**config.mk**
```make
export PLATFORM = sky130hd
export DESIGN_NAME = vlen_set_unit
export DESIGN_NICKNAME = d
export VERILOG_FILES = /design/src/rtl/vlen_pkg.sv /design/src/rtl/vlen_src_select.sv /design/src/rtl/vlen_cond_gen.sv /design/src/rtl/vlen_state_regs.sv /design/src/rtl/vlen_set_unit.sv
export SDC_FILE = /design/constraint.sdc
export NUM_CORES = 1
export LEC_CHECK = 0
export BUFFER_PORTS_ARGS = -buffer_cell sky130_fd_sc_hd__buf_2
export CAP_MARGIN = 10
export CELL_PAD_IN_SITES_DETAIL_PLACEMENT = 0
export CELL_PAD_IN_SITES_GLOBAL_PLACEMENT = 1
export CORE_MARGIN = 1.5
export CORE_UTILIZATION = 24
export CTS_CLUSTER_DIAMETER = 150
export CTS_CLUSTER_SIZE = 20
export DETAILED_ROUTE_END_ITERATION = 8
export PLACE_DENSITY_LB_ADDON = 0.3
export SETUP_SLACK_MARGIN = 0.3
export SLEW_MARGIN = 20
export SYNTH_ARGS = -nofsm -noshare
export SYNTH_HDL_FRONTEND = slang
export SYNTH_SLANG_ARGS = --single-unit
```
**constraint.sdc**
```tcl
create_clock -name clk -period 9.4 [get_ports clk]
set_clock_uncertainty 0.1 [all_clocks]
set_input_delay 0.47 -clock clk [delete_from_list [all_inputs] [get_ports clk]]
set_output_delay 0.47 -clock clk [all_outputs]
set_load 0.005 [all_outputs]
```
**src/rtl/vlen_pkg.sv**
```systemverilog
package vlen_pkg;

  typedef enum logic [1:0] {
    SRC_IMM = 2'd0,
    SRC_CTR = 2'd1,
    SRC_RA  = 2'd2
  } vl_src_e;

  localparam int CR_LT = 3;
  localparam int CR_GT = 2;
  localparam int CR_EQ = 1;
  localparam int CR_SO = 0;

endpackage

```
**src/rtl/vlen_src_select.sv**
```systemverilog
module vlen_src_select
  import vlen_pkg::*;
#(
  parameter int XLEN  = 64,
  parameter int LEN_W = 7,
  parameter int IDX_W = 5,
  parameter int IMM_W = 7
) (
  input  logic [IDX_W-1:0] ra_idx,
  input  logic [IDX_W-1:0] rt_idx,
  input  logic [IMM_W-1:0] imm,
  input  logic [XLEN-1:0]  ra_val,
  input  logic [XLEN-1:0]  ctr_val,
  input  logic [LEN_W-1:0] mvl,
  output logic [LEN_W-1:0] new_vl,
  output logic             req_over,
  output vl_src_e          src_kind,
  output logic             rt_sel
);

  function automatic logic [XLEN-1:0] imm_request(input logic [IMM_W-1:0] v);
    return XLEN'(v) + XLEN'(1);
  endfunction

  function automatic logic exceeds(input logic [XLEN-1:0] req, input logic [LEN_W-1:0] lim);
    return req > XLEN'(lim);
  endfunction

  function automatic logic [LEN_W-1:0] clamp(input logic [XLEN-1:0] req, input logic [LEN_W-1:0] lim);
    return exceeds(req, lim) ? lim : req[LEN_W-1:0];
  endfunction

  logic            ra_is_zero;
  logic            rt_is_zero;
  logic [XLEN-1:0] request;

  assign ra_is_zero = (ra_idx == '0);
  assign rt_is_zero = (rt_idx == '0);

  always_comb begin
    if (ra_is_zero && rt_is_zero) begin
      src_kind = SRC_IMM;
      request  = imm_request(imm);
    end else if (ra_is_zero) begin
      src_kind = SRC_CTR;
      request  = ctr_val;
    end else begin
      src_kind = SRC_RA;
      request  = ra_val;
    end
  end

  assign req_over = exceeds(request, mvl);
  assign new_vl   = clamp(request, mvl);
  assign rt_sel   = !rt_is_zero;

endmodule

```
**src/rtl/vlen_cond_gen.sv**
```systemverilog
module vlen_cond_gen
  import vlen_pkg::*;
#(
  parameter int LEN_W = 7
) (
  input  logic             clk,
  input  logic             rst_n,
  input  logic             active,
  input  logic             rc_flag,
  input  logic [LEN_W-1:0] new_vl,
  input  logic             req_over,
  input  vl_src_e          src_kind,
  output logic [3:0]       cr_field,
  output logic             cr_valid
);

  logic so_event;
  logic vl_zero;

  assign vl_zero  = (new_vl == '0);
  assign so_event = req_over && (src_kind != SRC_RA);
  assign cr_valid = active && rc_flag;

  always_comb begin
    cr_field        = '0;
    cr_field[CR_LT] = 1'b0;
    cr_field[CR_GT] = !vl_zero;
    cr_field[CR_EQ] = vl_zero;
    cr_field[CR_SO] = so_event;
  end

  // exactly one of GT and EQ describes the new length
  p_gt_eq_excl_r10: assert property (@(posedge clk) disable iff (!rst_n)
    cr_valid |-> ($countones({cr_field[CR_GT], cr_field[CR_EQ]}) == 1));

  // the overflow bit needs a request that was actually clamped
  p_so_needs_over_r11: assert property (@(posedge clk) disable iff (!rst_n)
    (cr_valid && cr_field[CR_SO]) |-> (new_vl < 7'(64) || req_over));

endmodule

```
**src/rtl/vlen_state_regs.sv**
```systemverilog
module vlen_state_regs #(
  parameter int LEN_W     = 7,
  parameter int MAX_LEN   = 64,
  parameter int RESET_MVL = 64
) (
  input  logic             clk,
  input  logic             rst_n,
  input  logic             vl_wr,
  input  logic [LEN_W-1:0] vl_wdata,
  input  logic             mvl_load,
  input  logic [LEN_W-1:0] mvl_load_val,
  output logic [LEN_W-1:0] vl_q,
  output logic [LEN_W-1:0] mvl_q
);

  localparam logic [LEN_W-1:0] MAX_L   = LEN_W'(MAX_LEN);
  localparam logic [LEN_W-1:0] RESET_L = LEN_W'(RESET_MVL);

  function automatic logic [LEN_W-1:0] sat_mvl(input logic [LEN_W-1:0] v);
    return (v > MAX_L) ? MAX_L : v;
  endfunction

  function automatic logic [LEN_W-1:0] min_len(input logic [LEN_W-1:0] a, input logic [LEN_W-1:0] b);
    return (a < b) ? a : b;
  endfunction

  logic [LEN_W-1:0] mvl_next;
  logic [LEN_W-1:0] vl_next;

  assign mvl_next = mvl_load ? sat_mvl(mvl_load_val) : mvl_q;

  always_comb begin
    vl_next = vl_q;
    if (vl_wr) vl_next = vl_wdata;
    if (mvl_load) vl_next = min_len(vl_next, mvl_next);
  end

  always_ff @(posedge clk) begin
    if (!rst_n) begin
      vl_q  <= '0;
      mvl_q <= RESET_L;
    end else begin
      vl_q  <= vl_next;
      mvl_q <= mvl_next;
    end
  end

  p_mvl_load_r2: assert property (@(posedge clk) disable iff (!rst_n)
    mvl_load |=> (mvl_q == (($past(mvl_load_val) > MAX_L) ? MAX_L : $past(mvl_load_val))));

  p_hold_r8: assert property (@(posedge clk) disable iff (!rst_n)
    (!vl_wr && !mvl_load) |=> $stable(vl_q));

  p_vl_write_r3: assert property (@(posedge clk) disable iff (!rst_n)
    (vl_wr && !mvl_load) |=> (vl_q == $past(vl_wdata)));

  p_vl_bound_r12: assert property (@(posedge clk) disable iff (!rst_n)
    vl_q <= mvl_q);

  p_mvl_ceiling_r1: assert property (@(posedge clk) disable iff (!rst_n)
    mvl_q <= MAX_L);

endmodule

```
**src/rtl/vlen_set_unit.sv**
```systemverilog
module vlen_set_unit
  import vlen_pkg::*;
#(
  parameter int XLEN      = 64,
  parameter int LEN_W     = 7,
  parameter int IDX_W     = 5,
  parameter int IMM_W     = 7,
  parameter int MAX_LEN   = 64,
  parameter int RESET_MVL = 64
) (
  input  logic             clk,
  input  logic             rst_n,
  input  logic             issue_valid,
  input  logic             vs_flag,
  input  logic             vf_flag,
  input  logic             rc_flag,
  input  logic [IDX_W-1:0] ra_idx,
  input  logic [IDX_W-1:0] rt_idx,
  input  logic [IMM_W-1:0] imm,
  input  logic [XLEN-1:0]  ra_val,
  input  logic [XLEN-1:0]  ctr_val,
  input  logic             mvl_load,
  input  logic [LEN_W-1:0] mvl_load_val,
  output logic [LEN_W-1:0] vl_q,
  output logic [LEN_W-1:0] mvl_q,
  output logic             rt_we,
  output logic [XLEN-1:0]  rt_wdata,
  output logic [3:0]       cr_field,
  output logic             cr_valid
);

  localparam int PAD_W = XLEN - LEN_W;

  logic             set_active;
  logic [LEN_W-1:0] new_vl;
  logic             req_over;
  vl_src_e          src_kind;
  logic             rt_sel;

  assign set_active = issue_valid && vs_flag && !vf_flag;

  vlen_src_select #(
    .XLEN (XLEN),
    .LEN_W(LEN_W),
    .IDX_W(IDX_W),
    .IMM_W(IMM_W)
  ) u_src (
    .ra_idx  (ra_idx),
    .rt_idx  (rt_idx),
    .imm     (imm),
    .ra_val  (ra_val),
    .ctr_val (ctr_val),
    .mvl     (mvl_q),
    .new_vl  (new_vl),
    .req_over(req_over),
    .src_kind(src_kind),
    .rt_sel  (rt_sel)
  );

  vlen_cond_gen #(
    .LEN_W(LEN_W)
  ) u_cond (
    .clk     (clk),
    .rst_n   (rst_n),
    .active  (set_active),
    .rc_flag (rc_flag),
    .new_vl  (new_vl),
    .req_over(req_over),
    .src_kind(src_kind),
    .cr_field(cr_field),
    .cr_valid(cr_valid)
  );

  vlen_state_regs #(
    .LEN_W    (LEN_W),
    .MAX_LEN  (MAX_LEN),
    .RESET_MVL(RESET_MVL)
  ) u_regs (
    .clk         (clk),
    .rst_n       (rst_n),
    .vl_wr       (set_active),
    .vl_wdata    (new_vl),
    .mvl_load    (mvl_load),
    .mvl_load_val(mvl_load_val),
    .vl_q        (vl_q),
    .mvl_q       (mvl_q)
  );

  assign rt_we    = set_active && rt_sel;
  assign rt_wdata = {{PAD_W{1'b0}}, new_vl};

  // the written length is the one that lands in VL
  p_rt_matches_vl_r6: assert property (@(posedge clk) disable iff (!rst_n)
    (rt_we && !mvl_load) |=> (vl_q == $past(rt_wdata[LEN_W-1:0])));

  // EQ reported means VL becomes zero
  p_eq_zero_r10: assert property (@(posedge clk) disable iff (!rst_n)
    (cr_valid && cr_field[CR_EQ]) |=> (vl_q == '0));

  // no write-back or condition field without an active set
  p_idle_quiet_r8: assert property (@(posedge clk) disable iff (!rst_n)
    !issue_valid |-> (!rt_we && !cr_valid));

  // the condition field follows the record flag only
  p_cr_needs_rc_r9: assert property (@(posedge clk) disable iff (!rst_n)
    !rc_flag |-> !cr_valid);

endmodule

```
; ---- Yosys cells after proc, flatten, opt, wreduce, memory -nomap -nowiden
; Cells that the tools add are included.
[word_totals]
regBits = 14
in_bits = 159
out_inout_bits = 84
wordCells = 29
[classes]
add_sub_neg = 1
n_lt_le_gt_ge = 3
n_eq_ne = 1
n_mux = 10
n_reduce_logical = 12
[ops]
columns = operator, n
row1 = $mux 64, 2
row2 = $gt 64x7->1, 1
row3 = $mux 7, 6
row4 = $logic_not 5->1, 2
row5 = $add 7x1->8 const B, 1
row6 = $gt 7x7->1 const B, 1
row7 = $logic_not 7->1, 1
row8 = $lt 7x7->1, 1
row9 = $logic_and 1x1->1, 6
row10 = $mux 2, 2
row11 = $logic_not 1->1, 3
row12 = $ne 2x2->1 const B, 1

; ---- Depth between registers and ports, before layout
; Gate-level depths: netlist (run 1).
[logic_depth]
word_depth = 9
depth_mapped = 22

; ---- Hierarchy
; A second synthesis (run 1) with hierarchy kept.
[unflattened]
cells_unflattened = 275
area_unflattened_um2 = 2147.1
[modules_own_cells]
columns = mod, n_inst, cells_each, area_each_um2, seq_area_each_um2
row1 = vlen_state_regs, 1, 83, 827.0, 280.3
row2 = vlen_src_select, 1, 121, 797.0, 0.0
row3 = vlen_set_unit, 1, 60, 451.7, 0.0
row4 = vlen_cond_gen, 1, 11, 71.3, 0.0

; ---- Least setup slack after synthesis (run 1)
; Ideal clock, no wire load.
[synth_path]
path_type = input to register
startpoint = input port rt_idx[0]
endpoint = register u_regs.vl_q[5]
setup_time_ns = 0.122
arrival_ns = 4.916
required_ns = 9.178
setup_slack_ns = 4.262
cell_stages = 21
n_path_buf = 2
cell_sequence = or4_1 buf_2 or2_1 buf_2 o21a_1 o21ai_0 ha_1 and4_1 o21ai_0 o211ai_1 a21bo_2 or3_1 a31oi_1 inv_1 ha_1 a211o_1 a21oi_1 o21ai_0 o211ai_1 a21oi_2 o311a_1
[synth_between]
elab_chain_cells = 9
[synth_lines]
columns = element, line
row1 = start: declaration, vlen_set_unit.sv:18  ; input logic [IDX_W-1:0] rt_idx,
row2 = $logic_not 5->1 *, vlen_src_select.sv:38  ; assign rt_is_zero = (rt_idx == '0);
row3 = $logic_and 1x1->1 *, vlen_src_select.sv:41  ; if (ra_is_zero && rt_is_zero) begin
row4 = $mux 64 *, vlen_src_select.sv:41
row5 = $gt 64x7->1, vlen_src_select.sv:26  ; return req > XLEN'(lim);
row6 = $mux 7 *, vlen_src_select.sv:30  ; return exceeds(req, lim) ? lim : req[LEN_W-1:0];
row7 = $mux 7 *, vlen_state_regs.sv:34  ; if (vl_wr) vl_next = vl_wdata;
row8 = $lt 7x7->1, vlen_state_regs.sv:24  ; return (a < b) ? a : b;
row9 = $mux 7, vlen_state_regs.sv:24
row10 = $mux 7 *, vlen_state_regs.sv:35  ; if (mvl_load) vl_next = min_len(vl_next, mvl_next);
row11 = end signal: assignment, vlen_state_regs.sv:43  ; vl_q <= vl_next;
row12 = end: declaration, vlen_state_regs.sv:12  ; output logic [LEN_W-1:0] vl_q,
; Mark *: on every way between the ends. The rest lies on a longest branch, timed or not.
; A chain may end at the register's enable or synchronous reset.

; ---- Final worst setup path (run 1)
; Ends and elaborated chain as after synthesis.

==> flow_summary.json, run 1 <==
{
  "status": "complete, no violations",
  "core_um2": 9240,
  "crit_type": "in -> reg",
  "path_cells": "buf_2 > or4_1 > nor2_1 > mux2i_1 > o21ai_0 > ha_1 > and4_1 > o21ai_0 > o211ai_1 > a21bo_2 > or3_1 > a31oi_1 > inv_1 > ha_1 > a211o_1 > a21oi_1 > o21ai_0 > o211ai_1 > a21oi_2 > o311a_1",
  "slew_violations": 0,
  "drive_above_1_share_pct": 40.49,
  "synthFlopType": "dfxtp_1",
  "arrival_ns": 5.55,
  "cts_buffers": 3,
  "grt_max_degree": 15,
  "ctsHoldBuffers": 0,
  "routed-via-count": 2797,
  "grt-ovfl-total": 0,
  "pwr_density_cell_nw_per_um2": 71.37,
  "cp_slowest_cell": "or4_1",
  "vias_per_cell": 4.526,
  "rows": 35,
  "cpMostUsedCell": "o21ai_0",
  "placed_cell_area_um2": 3097,
  "start_kind": "input port",
  "ctsHtreeMaxLevel": 1,
  "clock-sinks": 14,
  "layout.nets": 664,
  "grt_pass1_vias": 2638,
  "wl_per_cell_um": 14.48,
  "fillers": 1039,
  "synth_area_per_cell_um2": 7.295,
  "cts_resized": 0,
  "setup_viol": 0,
  "synth_cell_types": 52,
  "clock-root-buffer": "clkbuf_8",
  "drtPass1Iterations": 5,
  "cp_max_fo": 10,
  "fin_area_um2": 3138,
  "routed-wl-met2_um": 4450,
  "fmax_mhz": 181.0,
  "finalHoldViolCount": 0,
  "antenna_cells": 0,
  "power.leakage_nw": 1.669,
  "ios": 243,
  "syn_area_um2": 2283,
  "dr.first_iter.drc_count": 116,
  "worstPathRequired_ns": 9.43,
  "syn_to_final_growth_pct": 37.42,
  "met1_length_um": 3845,
  "max_slew_margin_pct": 36.62,
  "setup_tns_ns": 0,
  "remaining_drc_errors": 0,
  "antenna_found_initial": 0,
  "rsz0062_at_grt": "false",
  "register_area_um2": 280.3,
  "place.gp.congestion": 0.8793,
  "synth_warnings": 0,
  "drv_cap": 0,
  "post_cts_buffers": 0,
  "tightest_slew_ns": 0.9507,
  "slowest_delay_ns": 0.61,
  "utilization_pct": 33.96,
  "die_x_um": 100.5,
  "dr.max_layer_used": "met4",
  "multi_input_area_um2": 1678,
  "totalWireLength_um": 8946,
  "cts_buffer_depth": 2,
  "ys_seq_area_share_pct": 12.27,
  "dp_hpwl_um": 8065,
  "endpoint_kind": "register",
  "period_share_pct": 58.76,
  "synth_cells": 313,
  "synth_edf_count": 0,
  "grt_pass1_wl_um": 13150,
  "die-area_um2": 10110,
  "portBuffers": 184,
  "tritoncts": "done",
  "fin_crit_ns": 5.523,
  "chipHeight_um": 100.5,
  "clk_pin_slew_ns": 0.05,
  "final_antenna_net_count": 0,
  "ir_worst_vdd_mv": 0.04176,
  "r2r_setup_slack_ns": 5.16,
  "wl_met3_um": 537,
  "min_path_type": "in -> reg",
  "start_util_pct": 24.71,
  "track_usage_pct": 16.67,
  "synth-seq-cells": 14,
  "clk_latency_ns": 0.24,
  "ys_async_sr_fraction_pct": 0
}
cell families (layout without fill, tap and decap cells):
logic type	count (synthesis)	after routing	share of synthesized area, %
AOI/OAI and AO/OA	73	73	23.01
muxes	6	6	2.630
adders and majority gates	14	14	7.671
DFF	14	14	12.27
other	1	58	0.1642
and+or+nand+nor	118	118	29.10
xor gates and xnor gates	4	4	1.534
buffers and inverters	83	202	23.62
routing by layer:
metal | global-route usage [%] | up-vias
li1 | - | 1398
met1 | 20.78 | 1258
met2 | 30.82 | 133
met3 | 2.288 | 8
met4 | 2.709 | 0
met5 | 0 | -
layout make-up:
type	count	area share (%)
multi-input combinational	273	53.47
timing repair buffer	184	29.35
sequential	14	8.931
tap	129	5.144
inverter	15	1.794
clock buffer	3	1.316
stage by stage:
stage / hold slack (ns) / instances / setup slack [ns] / power, mW
6_report: 0.3790 / 618 / 3.877 / 0.2240
5_1_grt: 0.3883 / 618 / 3.275 / 0.2417
4_1_cts: 0.3716 / 618 / 3.870 / 0.2247
3_5_place_dp: 0.4259 / 615 / 3.619 / 0.1760
3_3_place_gp: 0.4131 / 615 / 3.724 / 0.1759
2_1_floorplan: 0.3991 / 370 / 4.262 / 0.1393
power by group:
group | total [mW] | internal, mW | switching (mW)
sequential | 0.0661 | 0.0633 | 0.00280
clock | 0.0481 | 0.0283 | 0.0198
combinational | 0.110 | 0.0517 | 0.0581
path summary, 6_finish.rpt:
path	end	cells past startpoint	from
worst min register to register	u_regs.vl_q[6]$_SDFF_PN0_	2	u_regs.vl_q[6]$_SDFF_PN0_
worst max-delay path	u_regs.vl_q[5]$_SDFF_PN0_	20	rt_idx[0]
worst max register to register	u_regs.vl_q[5]$_SDFF_PN0_	15	u_regs.mvl_q[5]$_SDFF_PN0_
worst min-delay path	u_regs.mvl_q[6]$_SDFF_PN1_	2	rst_n
cell usage in the layout (no fill, tap or decap), drive strengths merged, types with 4 or more instances in the layout:
| cell type | n |
|---|---|
| ha | 14 |
| nor2 | 18 |
| nand4 | 8 |
| and2 | 9 |
| xnor2 | 4 |
| dfxtp | 14 |
| o31ai | 9 |
| or3 | 4 |
| inv | 15 |
| nand2 | 15 |
| or2 | 5 |
| conb | 58 |
| o21a | 4 |
| o21ai | 19 |
| buf | 184 |
| a31oi | 4 |
| a211o | 4 |
| mux2i | 6 |
| nand3 | 7 |
| nor2b | 5 |
| nor3 | 6 |
| nor4 | 29 |
| a21oi | 9 |
sequential cells by signal (all words and copies together), names as in the netlist:
| signal | count |
|---|---|
| u_regs.vl_q | 7 |
| u_regs.mvl_q | 7 |
Yosys cell counts, drive strengths merged, types with 4 or more instances:
| master | number | share of area (%) |
|---|---|---|
| nand2 | 15 | 2.5 |
| or3 | 4 | 1.1 |
| nor4 | 29 | 8.2 |
| dfxtp | 14 | 12 |
| inv | 15 | 2.5 |
| ha | 14 | 7.7 |
| clkbuf | 6 | 0.99 |
| or2 | 5 | 1.4 |
| nand3 | 7 | 1.5 |
| a21oi | 9 | 2.1 |
| a211o | 4 | 1.5 |
| and2 | 9 | 2.5 |
| xnor2 | 4 | 1.5 |
| o21a | 4 | 1.3 |
| mux2i | 6 | 2.6 |
| nor2b | 5 | 1.4 |
| a31oi | 4 | 1.1 |
| nand4 | 8 | 2.2 |
| o21ai | 19 | 4.3 |
| nor2 | 18 | 3.0 |
| o31ai | 9 | 3.0 |
| buf | 62 | 20 |
| nor3 | 6 | 1.3 |
critical path, delay by kind of cell:
family          cells  cell delay, ns
compound gates     11            2.60
simple gates        4            1.57
fa+ha+maj           2            0.62
buf+inv             2            0.17
mux                 1            0.12
Note: power is estimated with default switching activity, not from simulation.
==> run 2: changes to the inputs <==
Settings changed: CORE_UTILIZATION 24 to 22.
Clock period 9.4 ns to 5.2 ns, I/O delays scaled along.
==> flow_summary.json, run 2 (synthesis gave the netlist of run 1 again) <==
{
  "remaining_drc_errors": 0,
  "ctsHoldBuffers": 0,
  "portBuffers": 184,
  "slowest_delay_ns": 0.58,
  "antenna_cells": 0,
  "top_regs": "u_regs.mvl_q x7, u_regs.vl_q x7",
  "grt.busiest_layer": "met2",
  "met2_usage_pct": 30.25,
  "worstPathRequired_ns": 5.24,
  "grt_use_met1_pct": 18.78,
  "cts_buffer_depth": 2,
  "syn_to_final_growth_pct": 48.60,
  "dp_hpwl_um": 8204,
  "vias_per_cell": 4.491,
  "max_slew_margin_pct": 27.42,
  "grt_max_degree": 15,
  "fmax_mhz": 211.0,
  "cpLargestDelayFamily": "simple AND/OR/NAND/NOR gates",
  "layout_commonest_cell": "buf_2",
  "grt_pass1_vias": 2814,
  "die_x_um": 104.9,
  "dr.first_iter.drc_count": 85,
  "rows": 37,
  "clk_pin_slew_ns": 0.06,
  "die-area_um2": 11000,
  "r2r_setup_slack_ns": 1.26,
  "tritoncts": "done",
  "crit_type": "in -> reg",
  "grt-ovfl-total": 0,
  "cp_max_fo": 6,
  "grtUsageMet3_pct": 2.308,
  "path_cells": "buf_2 > or4_4 > or2_4 > buf_4 > nand2_1 > a31oi_1 > ha_1 > nor2b_1 > o21ai_0 > o211ai_1 > buf_4 > a21boi_4 > nand2_1 > o211a_1 > or2_2 > ha_4 > nand4_1 > a21oi_2 > nor2_1 > o21ai_1 > o211ai_1 > buf_4 > a211o_1 > o311a_1",
  "final_cell_mix": "buf_2, conb_1, nor4_1",
  "status": "complete, no violations",
  "finalHoldViolCount": 0,
  "final_antenna_net_count": 0,
  "clk_latency_ns": 0.25,
  "start_util_pct": 22.42,
  "chipHeight_um": 104.9,
  "utilization_pct": 33.32,
  "clock-sinks": 14,
  "cts_buffers": 3,
  "drv_cap": 0,
  "layout.nets": 678,
  "fin_crit_ns": 4.739,
  "grt_pass1_wl_um": 13950,
  "antenna_found_initial": 0,
  "place.gp.congestion": 0.9233,
  "tightest_slew_ns": 1.089,
  "slew_violations": 0,
  "min_path_type": "in -> reg",
  "drtPass1Iterations": 4,
  "drive_above_1_share_pct": 46.83,
  "routed-via-count": 2874,
  "power.leakage_nw": 1.765,
  "track_usage_pct": 15.82,
  "totalWireLength_um": 9271,
  "start_kind": "input port",
  "cpMostUsedCell": "buf_4",
  "ir_worst_vdd_mv": 0.1026,
  "ctsHtreeMaxLevel": 1,
  "crit_buf_inv": 4,
  "pwr_density_cell_nw_per_um2": 134.7,
  "setup_viol": 0,
  "endpoint_kind": "register",
  "core_um2": 10180,
  "power_uw": 457.0,
  "cp_slowest_cell": "or4_4",
  "whs_ns": 0.1659,
  "ios": 243,
  "period_share_pct": 91.13,
  "clock-root-buffer": "clkbuf_8",
  "arrival_ns": 4.78,
  "wl_per_cell_um": 14.49,
  "rsz0062_at_grt": "true"
}
## run 2: changes by cell type in the layout (fill, tap and decap cells not counted), sizes merged
| cell | delta |
|---|---|
| buf | +14 |
| clkbuf | +1 |
## run 2: path summary, 6_finish.rpt
kind,cells past startpoint,start,end
worst max register to register,19,u_regs.mvl_q[3]$_SDFF_PN0_,u_regs.vl_q[5]$_SDFF_PN0_
worst min register to register,2,u_regs.vl_q[6]$_SDFF_PN0_,u_regs.vl_q[6]$_SDFF_PN0_
worst max-delay path,24,rt_idx[4],u_regs.vl_q[5]$_SDFF_PN0_
worst min-delay path,2,rst_n,u_regs.mvl_q[6]$_SDFF_PN1_
## run 2: layout make-up
cell class	instances	area [um^2]
repair buffers	198	1026
flip-flops and latches	14	280.3
inverters	15	56.30
well taps	136	170.2
fillers	1167	6792
multi-input cells	273	1805
clock buffers	4	55.05
## run 2: routing by layer
metal	share of wire [%]	vias up	routed length, um
met4	0.41	0	38
met5	0	-	0
met1	40	1310	3742
met3	7.1	5	656
li1	-	1428	-
met2	52	131	4833
## run 2: repair_timing
action                     CTS  global route
cloned                       0             0
setup endpoints to repair    7             7
setup buffers                0             2
gates resized for setup      8            25
pin swaps                    0            12
## run 2: power breakdown
| part | total [mW] | internal [mW] | switching (mW) |
|---|---|---|---|
| Clock | 0.109 | 0.0672 | 0.0420 |
| Sequential | 0.119 | 0.114 | 0.00474 |
| Combinational | 0.229 | 0.111 | 0.118 |
## run 2: per-stage QoR
step | area [um^2] | setup slack [ns] | std cells | TNS, ns
2_1_floorplan | 2497 | 0.3165 | 370 | 0
3_3_place_gp | 3196 | -0.008877 | 634 | -0.008877
3_5_place_dp | 3196 | -0.04051 | 634 | -0.07714
4_1_cts | 3273 | 0.3607 | 638 | 0
5_1_grt | 3393 | 0.2649 | 640 | 0
6_report | 3393 | 0.4611 | 640 | 0
